$ cat src/rtl/csd_pkg.sv
package csd_pkg;
  localparam int CMP_W  = 16;
  localparam int WAIT_W = 4;

  typedef enum logic [1:0] {
    PS_32 = 2'b00,
    PS_8  = 2'b01,
    PS_16 = 2'b10
  } port_size_e;

  // attributes a finished decode hands to the bus sequencer
  typedef struct packed {
    port_size_e          port_size;
    logic                burst;
    logic                auto_ack;
    logic [WAIT_W-1:0]   wait_st;
  } cyc_attr_t;

  typedef struct packed {
    logic       valid;
    logic       cpu_en;
    logic       wr_prot;
    cyc_attr_t  attr;
  } cs_ctrl_t;

  typedef struct packed {
    logic        valid;
    port_size_e  port_size;
    logic        burst;
  } dr_ctrl_t;

  localparam cyc_attr_t EXT_ATTR = '{port_size: PS_32, burst: 1'b0,
                                     auto_ack: 1'b0, wait_st: '0};
endpackage

$ cat src/rtl/csd_cfg_regs.sv
module csd_cfg_regs
  import csd_pkg::*;
#(
  parameter int N_CS   = 8,
  parameter int N_DRAM = 2,
  parameter int CFG_AW = 5
) (
  input  logic               clk,
  input  logic               rst_n,
  input  logic               cfg_we,
  input  logic [CFG_AW-1:0]  cfg_addr,
  input  logic [2*CMP_W-1:0] cfg_wdata,
  output logic [CMP_W-1:0]   cs_base [N_CS],
  output logic [CMP_W-1:0]   cs_mask [N_CS],
  output cs_ctrl_t           cs_ctrl [N_CS],
  output logic [CMP_W-1:0]   dr_base [N_DRAM],
  output logic [CMP_W-1:0]   dr_mask [N_DRAM],
  output dr_ctrl_t           dr_ctrl [N_DRAM],
  output logic               boot_active
);
  localparam int IDX_W = CFG_AW - 1;

  logic [IDX_W-1:0] wr_idx;
  logic             wr_ctl;

  assign wr_idx = cfg_addr[CFG_AW-1:1];
  assign wr_ctl = cfg_addr[0];

  // chip-select window storage
  always_ff @(posedge clk or negedge rst_n) begin
    if (!rst_n) begin
      for (int i = 0; i < N_CS; i++) begin
        cs_base[i] <= '0;
        cs_mask[i] <= '0;
        cs_ctrl[i] <= '0;
      end
    end else if (cfg_we) begin
      for (int i = 0; i < N_CS; i++) begin
        if (wr_idx == IDX_W'(i)) begin
          if (wr_ctl) begin
            cs_ctrl[i].valid          <= cfg_wdata[0];
            cs_ctrl[i].cpu_en         <= cfg_wdata[1];
            cs_ctrl[i].wr_prot        <= cfg_wdata[2];
            cs_ctrl[i].attr.port_size <= port_size_e'(cfg_wdata[5:4]);
            cs_ctrl[i].attr.burst     <= cfg_wdata[6];
            cs_ctrl[i].attr.auto_ack  <= cfg_wdata[7];
            cs_ctrl[i].attr.wait_st   <= cfg_wdata[8 +: WAIT_W];
          end else begin
            cs_base[i] <= cfg_wdata[2*CMP_W-1:CMP_W];
            cs_mask[i] <= cfg_wdata[CMP_W-1:0];
          end
        end
      end
    end
  end

  // DRAM block window storage
  always_ff @(posedge clk or negedge rst_n) begin
    if (!rst_n) begin
      for (int j = 0; j < N_DRAM; j++) begin
        dr_base[j] <= '0;
        dr_mask[j] <= '0;
        dr_ctrl[j] <= '0;
      end
    end else if (cfg_we) begin
      for (int j = 0; j < N_DRAM; j++) begin
        if (wr_idx == IDX_W'(N_CS + j)) begin
          if (wr_ctl) begin
            dr_ctrl[j].valid     <= cfg_wdata[0];
            dr_ctrl[j].port_size <= port_size_e'(cfg_wdata[5:4]);
            dr_ctrl[j].burst     <= cfg_wdata[6];
          end else begin
            dr_base[j] <= cfg_wdata[2*CMP_W-1:CMP_W];
            dr_mask[j] <= cfg_wdata[CMP_W-1:0];
          end
        end
      end
    end
  end

  // boot select stays on until chip select 0 gets its control word
  always_ff @(posedge clk or negedge rst_n) begin
    if (!rst_n)
      boot_active <= 1'b1;
    else if (cfg_we && wr_ctl && wr_idx == '0)
      boot_active <= 1'b0;
  end
endmodule

$ cat src/rtl/csd_win_match.sv
module csd_win_match
  import csd_pkg::*;
(
  input  logic [CMP_W-1:0] addr_hi,
  input  logic [CMP_W-1:0] base,
  input  logic [CMP_W-1:0] mask,
  input  logic             win_valid,
  input  logic             cpu_en,
  input  logic             wr_prot,
  input  logic             force_hit,
  input  logic             req_write,
  input  logic             req_cpu_space,
  output logic             hit
);
  logic [CMP_W-1:0] diff;
  logic             in_win;
  logic             space_ok;
  logic             access_ok;

  assign diff      = (addr_hi ^ base) & ~mask;
  assign in_win    = win_valid && (diff == '0);
  assign space_ok  = !req_cpu_space || cpu_en;
  assign access_ok = !(req_write && wr_prot);

  always_comb begin
    if (force_hit)
      hit = !req_cpu_space;
    else
      hit = in_win && space_ok && access_ok;
  end
endmodule

$ cat src/rtl/csd_resolve.sv
module csd_resolve
  import csd_pkg::*;
#(
  parameter int N_CS   = 8,
  parameter int N_DRAM = 2
) (
  input  logic [N_CS-1:0]   cs_hit,
  input  logic [N_DRAM-1:0] dr_hit,
  input  cyc_attr_t         cs_attr [N_CS],
  input  cyc_attr_t         dr_attr [N_DRAM],
  output logic [N_CS-1:0]   cs_out,
  output logic [N_DRAM-1:0] dr_out,
  output cyc_attr_t         attr_out,
  output logic              undef
);
  localparam int CS_CW = $clog2(N_CS + 1);
  localparam int DR_CW = $clog2(N_DRAM + 1);
  localparam int CS_IW = (N_CS > 1) ? $clog2(N_CS) : 1;
  localparam int DR_IW = (N_DRAM > 1) ? $clog2(N_DRAM) : 1;

  logic [CS_CW-1:0] n_cs;
  logic [DR_CW-1:0] n_dr;
  logic [CS_IW-1:0] cs_idx;
  logic [DR_IW-1:0] dr_idx;

  always_comb begin
    n_cs   = '0;
    cs_idx = '0;
    for (int i = 0; i < N_CS; i++) begin
      if (cs_hit[i]) begin
        n_cs   = n_cs + CS_CW'(1);
        cs_idx = CS_IW'(i);
      end
    end
    n_dr   = '0;
    dr_idx = '0;
    for (int j = 0; j < N_DRAM; j++) begin
      if (dr_hit[j]) begin
        n_dr   = n_dr + DR_CW'(1);
        dr_idx = DR_IW'(j);
      end
    end
  end

  always_comb begin
    cs_out   = '0;
    dr_out   = '0;
    attr_out = EXT_ATTR;
    undef    = 1'b0;
    if (n_dr == '0) begin
      cs_out = cs_hit;
      if (n_cs == CS_CW'(1))
        attr_out = cs_attr[cs_idx];
    end else if (n_dr == DR_CW'(1) && n_cs == '0) begin
      dr_out   = dr_hit;
      attr_out = dr_attr[dr_idx];
    end else begin
      undef = 1'b1;
    end
  end
endmodule

$ cat src/rtl/csd_decoder.sv
module csd_decoder
  import csd_pkg::*;
#(
  parameter int         N_CS      = 8,
  parameter int         N_DRAM    = 2,
  parameter int         BOOT_WAIT = 15,
  parameter logic [1:0] BOOT_PS   = 2'b00,
  localparam int        N_WIN     = N_CS + N_DRAM,
  localparam int        CFG_AW    = $clog2(N_WIN) + 1
) (
  input  logic               clk,
  input  logic               rst_n,
  input  logic               cfg_we,
  input  logic [CFG_AW-1:0]  cfg_addr,
  input  logic [2*CMP_W-1:0] cfg_wdata,
  input  logic               req_valid,
  output logic               req_ready,
  input  logic [CMP_W-1:0]   req_addr_hi,
  input  logic               req_write,
  input  logic               req_cpu_space,
  output logic               rsp_valid,
  input  logic               rsp_ready,
  output logic [N_CS-1:0]    rsp_cs,
  output logic [N_DRAM-1:0]  rsp_dram_sel,
  output logic [1:0]         rsp_port_size,
  output logic               rsp_burst_en,
  output logic               rsp_auto_ack,
  output logic [WAIT_W-1:0]  rsp_wait,
  output logic               rsp_undef
);
  localparam cyc_attr_t BOOT_ATTR = '{port_size: port_size_e'(BOOT_PS), burst: 1'b0,
                                      auto_ack: 1'b1, wait_st: WAIT_W'(BOOT_WAIT)};

  logic [CMP_W-1:0] cs_base [N_CS];
  logic [CMP_W-1:0] cs_mask [N_CS];
  cs_ctrl_t         cs_ctrl [N_CS];
  logic [CMP_W-1:0] dr_base [N_DRAM];
  logic [CMP_W-1:0] dr_mask [N_DRAM];
  dr_ctrl_t         dr_ctrl [N_DRAM];
  logic             boot_active;

  logic [N_CS-1:0]   cs_hit;
  logic [N_DRAM-1:0] dr_hit;
  cyc_attr_t         cs_attr [N_CS];
  cyc_attr_t         dr_attr [N_DRAM];

  logic [N_CS-1:0]   nxt_cs;
  logic [N_DRAM-1:0] nxt_dr;
  cyc_attr_t         nxt_attr;
  logic              nxt_undef;
  logic              take;

  csd_cfg_regs #(.N_CS(N_CS), .N_DRAM(N_DRAM), .CFG_AW(CFG_AW)) u_regs (
    .clk         (clk),
    .rst_n       (rst_n),
    .cfg_we      (cfg_we),
    .cfg_addr    (cfg_addr),
    .cfg_wdata   (cfg_wdata),
    .cs_base     (cs_base),
    .cs_mask     (cs_mask),
    .cs_ctrl     (cs_ctrl),
    .dr_base     (dr_base),
    .dr_mask     (dr_mask),
    .dr_ctrl     (dr_ctrl),
    .boot_active (boot_active)
  );

  for (genvar i = 0; i < N_CS; i++) begin : g_cs_win
    logic boot_here;
    if (i == 0) begin : g_boot
      assign boot_here = boot_active;
      assign cs_attr[i] = boot_active ? BOOT_ATTR : cs_ctrl[i].attr;
    end else begin : g_plain
      assign boot_here = 1'b0;
      assign cs_attr[i] = cs_ctrl[i].attr;
    end
    csd_win_match u_match (
      .addr_hi       (req_addr_hi),
      .base          (cs_base[i]),
      .mask          (cs_mask[i]),
      .win_valid     (cs_ctrl[i].valid),
      .cpu_en        (cs_ctrl[i].cpu_en),
      .wr_prot       (cs_ctrl[i].wr_prot),
      .force_hit     (boot_here),
      .req_write     (req_write),
      .req_cpu_space (req_cpu_space),
      .hit           (cs_hit[i])
    );
  end

  for (genvar j = 0; j < N_DRAM; j++) begin : g_dr_win
    assign dr_attr[j] = '{port_size: dr_ctrl[j].port_size, burst: dr_ctrl[j].burst,
                          auto_ack: 1'b1, wait_st: '0};
    csd_win_match u_match (
      .addr_hi       (req_addr_hi),
      .base          (dr_base[j]),
      .mask          (dr_mask[j]),
      .win_valid     (dr_ctrl[j].valid),
      .cpu_en        (1'b0),
      .wr_prot       (1'b0),
      .force_hit     (1'b0),
      .req_write     (req_write),
      .req_cpu_space (req_cpu_space),
      .hit           (dr_hit[j])
    );
  end

  csd_resolve #(.N_CS(N_CS), .N_DRAM(N_DRAM)) u_resolve (
    .cs_hit   (cs_hit),
    .dr_hit   (dr_hit),
    .cs_attr  (cs_attr),
    .dr_attr  (dr_attr),
    .cs_out   (nxt_cs),
    .dr_out   (nxt_dr),
    .attr_out (nxt_attr),
    .undef    (nxt_undef)
  );

  assign req_ready = !rsp_valid || rsp_ready;
  assign take      = req_valid && req_ready;

  always_ff @(posedge clk or negedge rst_n) begin
    if (!rst_n) begin
      rsp_valid     <= 1'b0;
      rsp_cs        <= '0;
      rsp_dram_sel  <= '0;
      rsp_port_size <= '0;
      rsp_burst_en  <= 1'b0;
      rsp_auto_ack  <= 1'b0;
      rsp_wait      <= '0;
      rsp_undef     <= 1'b0;
    end else if (take) begin
      rsp_valid     <= 1'b1;
      rsp_cs        <= nxt_cs;
      rsp_dram_sel  <= nxt_dr;
      rsp_port_size <= nxt_attr.port_size;
      rsp_burst_en  <= nxt_attr.burst;
      rsp_auto_ack  <= nxt_attr.auto_ack;
      rsp_wait      <= nxt_attr.wait_st;
      rsp_undef     <= nxt_undef;
    end else if (rsp_ready) begin
      rsp_valid <= 1'b0;
    end
  end
endmodule

$ cat config.mk
export PLATFORM = sky130hd
export DESIGN_NAME = csd_decoder
export DESIGN_NICKNAME = d
export VERILOG_FILES = /design/src/rtl/csd_pkg.sv /design/src/rtl/csd_cfg_regs.sv /design/src/rtl/csd_win_match.sv /design/src/rtl/csd_resolve.sv /design/src/rtl/csd_decoder.sv
export SDC_FILE = /design/constraint.sdc
export NUM_CORES = 1
export LEC_CHECK = 0
export ABC_AREA = 1
export BUFFER_PORTS_ARGS = -buffer_cell sky130_fd_sc_hd__buf_2
export CORE_MARGIN = 2
export CORE_UTILIZATION = 40
export DETAILED_ROUTE_END_ITERATION = 8
export GPL_TIMING_DRIVEN = 0
export REMOVE_ABC_BUFFERS = 1
export SLEW_MARGIN = 20
export SYNTH_ARGS = -nofsm -noshare
export SYNTH_HDL_FRONTEND = slang
export SYNTH_SLANG_ARGS = --single-unit
$ cat constraint.sdc
create_clock -name clk -period 5.5 [get_ports clk]
set_input_delay 0.55 -clock clk [delete_from_list [all_inputs] [get_ports clk]]
set_output_delay 0.55 -clock clk [all_outputs]
set_load 0.01 [all_outputs]
==> run metrics <==
dpl cells 3107; Die ar. 53000 µm²; RD Place Congestion 0.838; Syn Area/Cell 8.30 µm²; Crit path largest cell delay 410 ps; post-synthesis async set-or-reset flop share 100%; worst skew pair latency 600 ps; Worst Path Required 6010 ps; clock-pin slew on the worst setup and hold paths 60 ps; Final setup viols 0; Tcrit/Tclk final 96.5%; minimum clock period 5310 ps; DP HPWL 38200 µm; most used cell, CP ha_4; first-pass GRT wire length 89100 µm; # IOs 81; drt drc 0; CP endpoint kind register; die width 230 µm; Crit-path slowest cell dfrtp_1; fin cells 3206; DR WL/cell 17.7 µm; Final ANT Viol Nets 0; H-tree Lvls 2; filler cell count 4876; sequential share of the synthesized area 53.4%; Cells after Synth 2466; count of cell types in the netlist 49; LEAKAGE 11.2 nW; port bufs 80; CP max FO 5; Max VDD drop 0.000191 V; commonest non-fill, non-tap cell in the layout nand2_1; final wirelength 56900 µm; Initial Util 40.6%; max cap viols 0; TritonCTS buffer count 48; CP Class register to register; Vias 16400; Synth-to-Final Area Change 14.1%; Logic pwr share 16.2%; f_max 188 MHz; fin. max-slew vios 0; worst slew pin tran 1010 ps; clock share of power 36.6%; Max clock buf depth 3; GRT overflow 0; Post-synth EDFFs 0; Core Area 50400 µm²; initial antenna violation count 0; Worst setup SP type register; Site Rows 82; fin util 46.4%; Mapped Area 20500 µm²; vias in the first global route 15500; Pre-Repair DR Iteration Count 5; CTS Root Cell clkbuf_16; sw frac 29.0%; Via density 5.12; Post-synth top flop dfrtp_1; Ys Warns 0; Reg power frac 47.2%; Layout Nets 2565; internal power 0.00622 W; commonest non-fill, non-tap cells in the layout nand2_1 (730), o21ai_0 (462), dfrtp_1 (436); largest net degree at the start of global routing 101; Pwr per Cell Area 375 nW/µm²; clock sink count 437; DR top layer met4; Psw 0.00254 W; # diodes 0; Slew headroom 32.1%; Hold Vio Cnt, Final 0; Clock Skew 25.0 ps; Total GRT Usage 21.8%; Routed met3 length 3250 µm; Hold Crit Class input pin to register; Metal-1 WL 25600 µm; CTS tree done; die extent in y 230 µm; status finished clean; starting DRC count in detailed routing 1567; WL met2 26200 µm; Yosys reg bits 437; Worst EP arrival 5810 ps; share of cells above drive strength 1 11.6%
[Yosys cell counts (all sizes together), types with 3 or more instances]
cell	instances	area (µm²)
clkinv	3	11.3
inv	165	627
o21bai	3	22.5
xnor2	70	613
nor2	195	769
clkbuf	94	353
buf	29	260
mux2i	3	30.0
nand3b	17	131
o21ai	473	2370
nand4	24	156
nor3	11	81.3
a21oi	30	150
dfrtp	436	10900
nand3	87	503
o22ai	19	119
o221ai	6	52.6
ha	8	100
a32o	4	40.0
nand2	771	2980
nor4	5	31.3
or2	4	25.0
[power by group through the flow]
| stage | Sequential [W] | Combinational, W | Clock [W] |
|---|---|---|---|
| after CTS | 0.00413 | 0.00143 | 0.00328 |
| after global routing | 0.00421 | 0.00163 | 0.00342 |
| after detailed placement | 0.00418 | 0.00141 | 0 |
| after floorplan | 0.00410 | 0.000933 | 0 |
| final | 0.00413 | 0.00142 | 0.00320 |
| after global placement | 0.00415 | 0.00136 | 0 |
[kinds of logic after synthesis]
kind of cell | count (synthesis) | share of synthesized area [%]
simple gates | 1116 | 23.0
compound gates | 540 | 13.7
flops | 437 | 53.4
buf+inv | 291 | 6.11
xor+xnor | 71 | 3.13
fa+ha+maj | 8 | 0.489
mux | 3 | 0.147
[layer usage]
metal,vias up,GRT usage (%)
met5,-,0
met4,0,7.84
met3,99,3.45
met2,432,35.1
met1,7832,29.7
li1,8040,-
[per-stage QoR]
step | setup slack, ps | area (µm²) | hold slack [ps] | total power (W) | TNS [ps]
6_report | 193 | 23400 | 258 | 0.00876 | 0
5_1_grt | -39.7 | 23400 | 270 | 0.00926 | -40.5
4_1_cts | 5.43 | 23200 | 231 | 0.00884 | 0
3_5_place_dp | -1540 | 21500 | 460 | 0.00559 | -16280
3_3_place_gp | -4830 | 21100 | 458 | 0.00551 | -2104290
2_1_floorplan | 564 | 19900 | 254 | 0.00503 | 0
[state kept, by name, summed over array words and instances, names as in the netlist]
name and cells:
u_regs.dr_base 32, u_regs.dr_ctrl 8, rsp_valid 1, rsp_port_size 2, u_regs.cs_mask 128, rsp_wait 4
rsp_dram_sel 2, u_regs.cs_ctrl 88, rsp_burst_en 1, rsp_undef 1, u_regs.boot_active 1, u_regs.dr_mask 32
rsp_cs 8, rsp_auto_ack 1, u_regs.cs_base 128
[final cells by class]
class / instances / area [µm²] / share of cell area [%]
clock buffer: 76 / 1480 / 6.32
timing repair buffer: 104 / 811 / 3.47
inverter: 168 / 638 / 2.73
multi-input combinational: 1738 / 8560 / 36.6
sequential: 437 / 10900 / 46.8
clock inverter: 11 / 101 / 0.434
tap: 672 / 841 / 3.60
[worst paths after layout]
check                                    startpoint  depth (start not counted)  slack (ps)                  end
worst min register to register          rsp_wait[1]                          2         470          rsp_wait[1]
worst max register to register  u_regs.cs_base[123]                         32         190     rsp_port_size[0]
worst min-delay path                      rsp_ready                          4         260            rsp_valid
max in group asynchronous                     rst_n                          4        3480  u_regs.cs_mask[122]
min in group asynchronous                     rst_n                          2         580            rsp_cs[1]
worst max-delay path            u_regs.cs_base[123]                         32         190     rsp_port_size[0]
[what timing repair did]
item                                    in CTS  in global routing
buffers inserted                             9                  2
endpoints found under the setup margin      11                 11
hold buffers                                 1                  0
hold endpoints to repair                     1                  0
resized for setup                           26                 29
pin swaps                                   21                 21
[critical path, delay by kind of cell (launching register included)]
kind,cells,cell delay [ps]
fa+ha+maj,6,1330
xor+xnor,1,220
compound gates,5,1160
simple gates,15,1700
flops,1,410
buf+inv,5,370
Note: power is estimated with default switching activity, not from simulation.
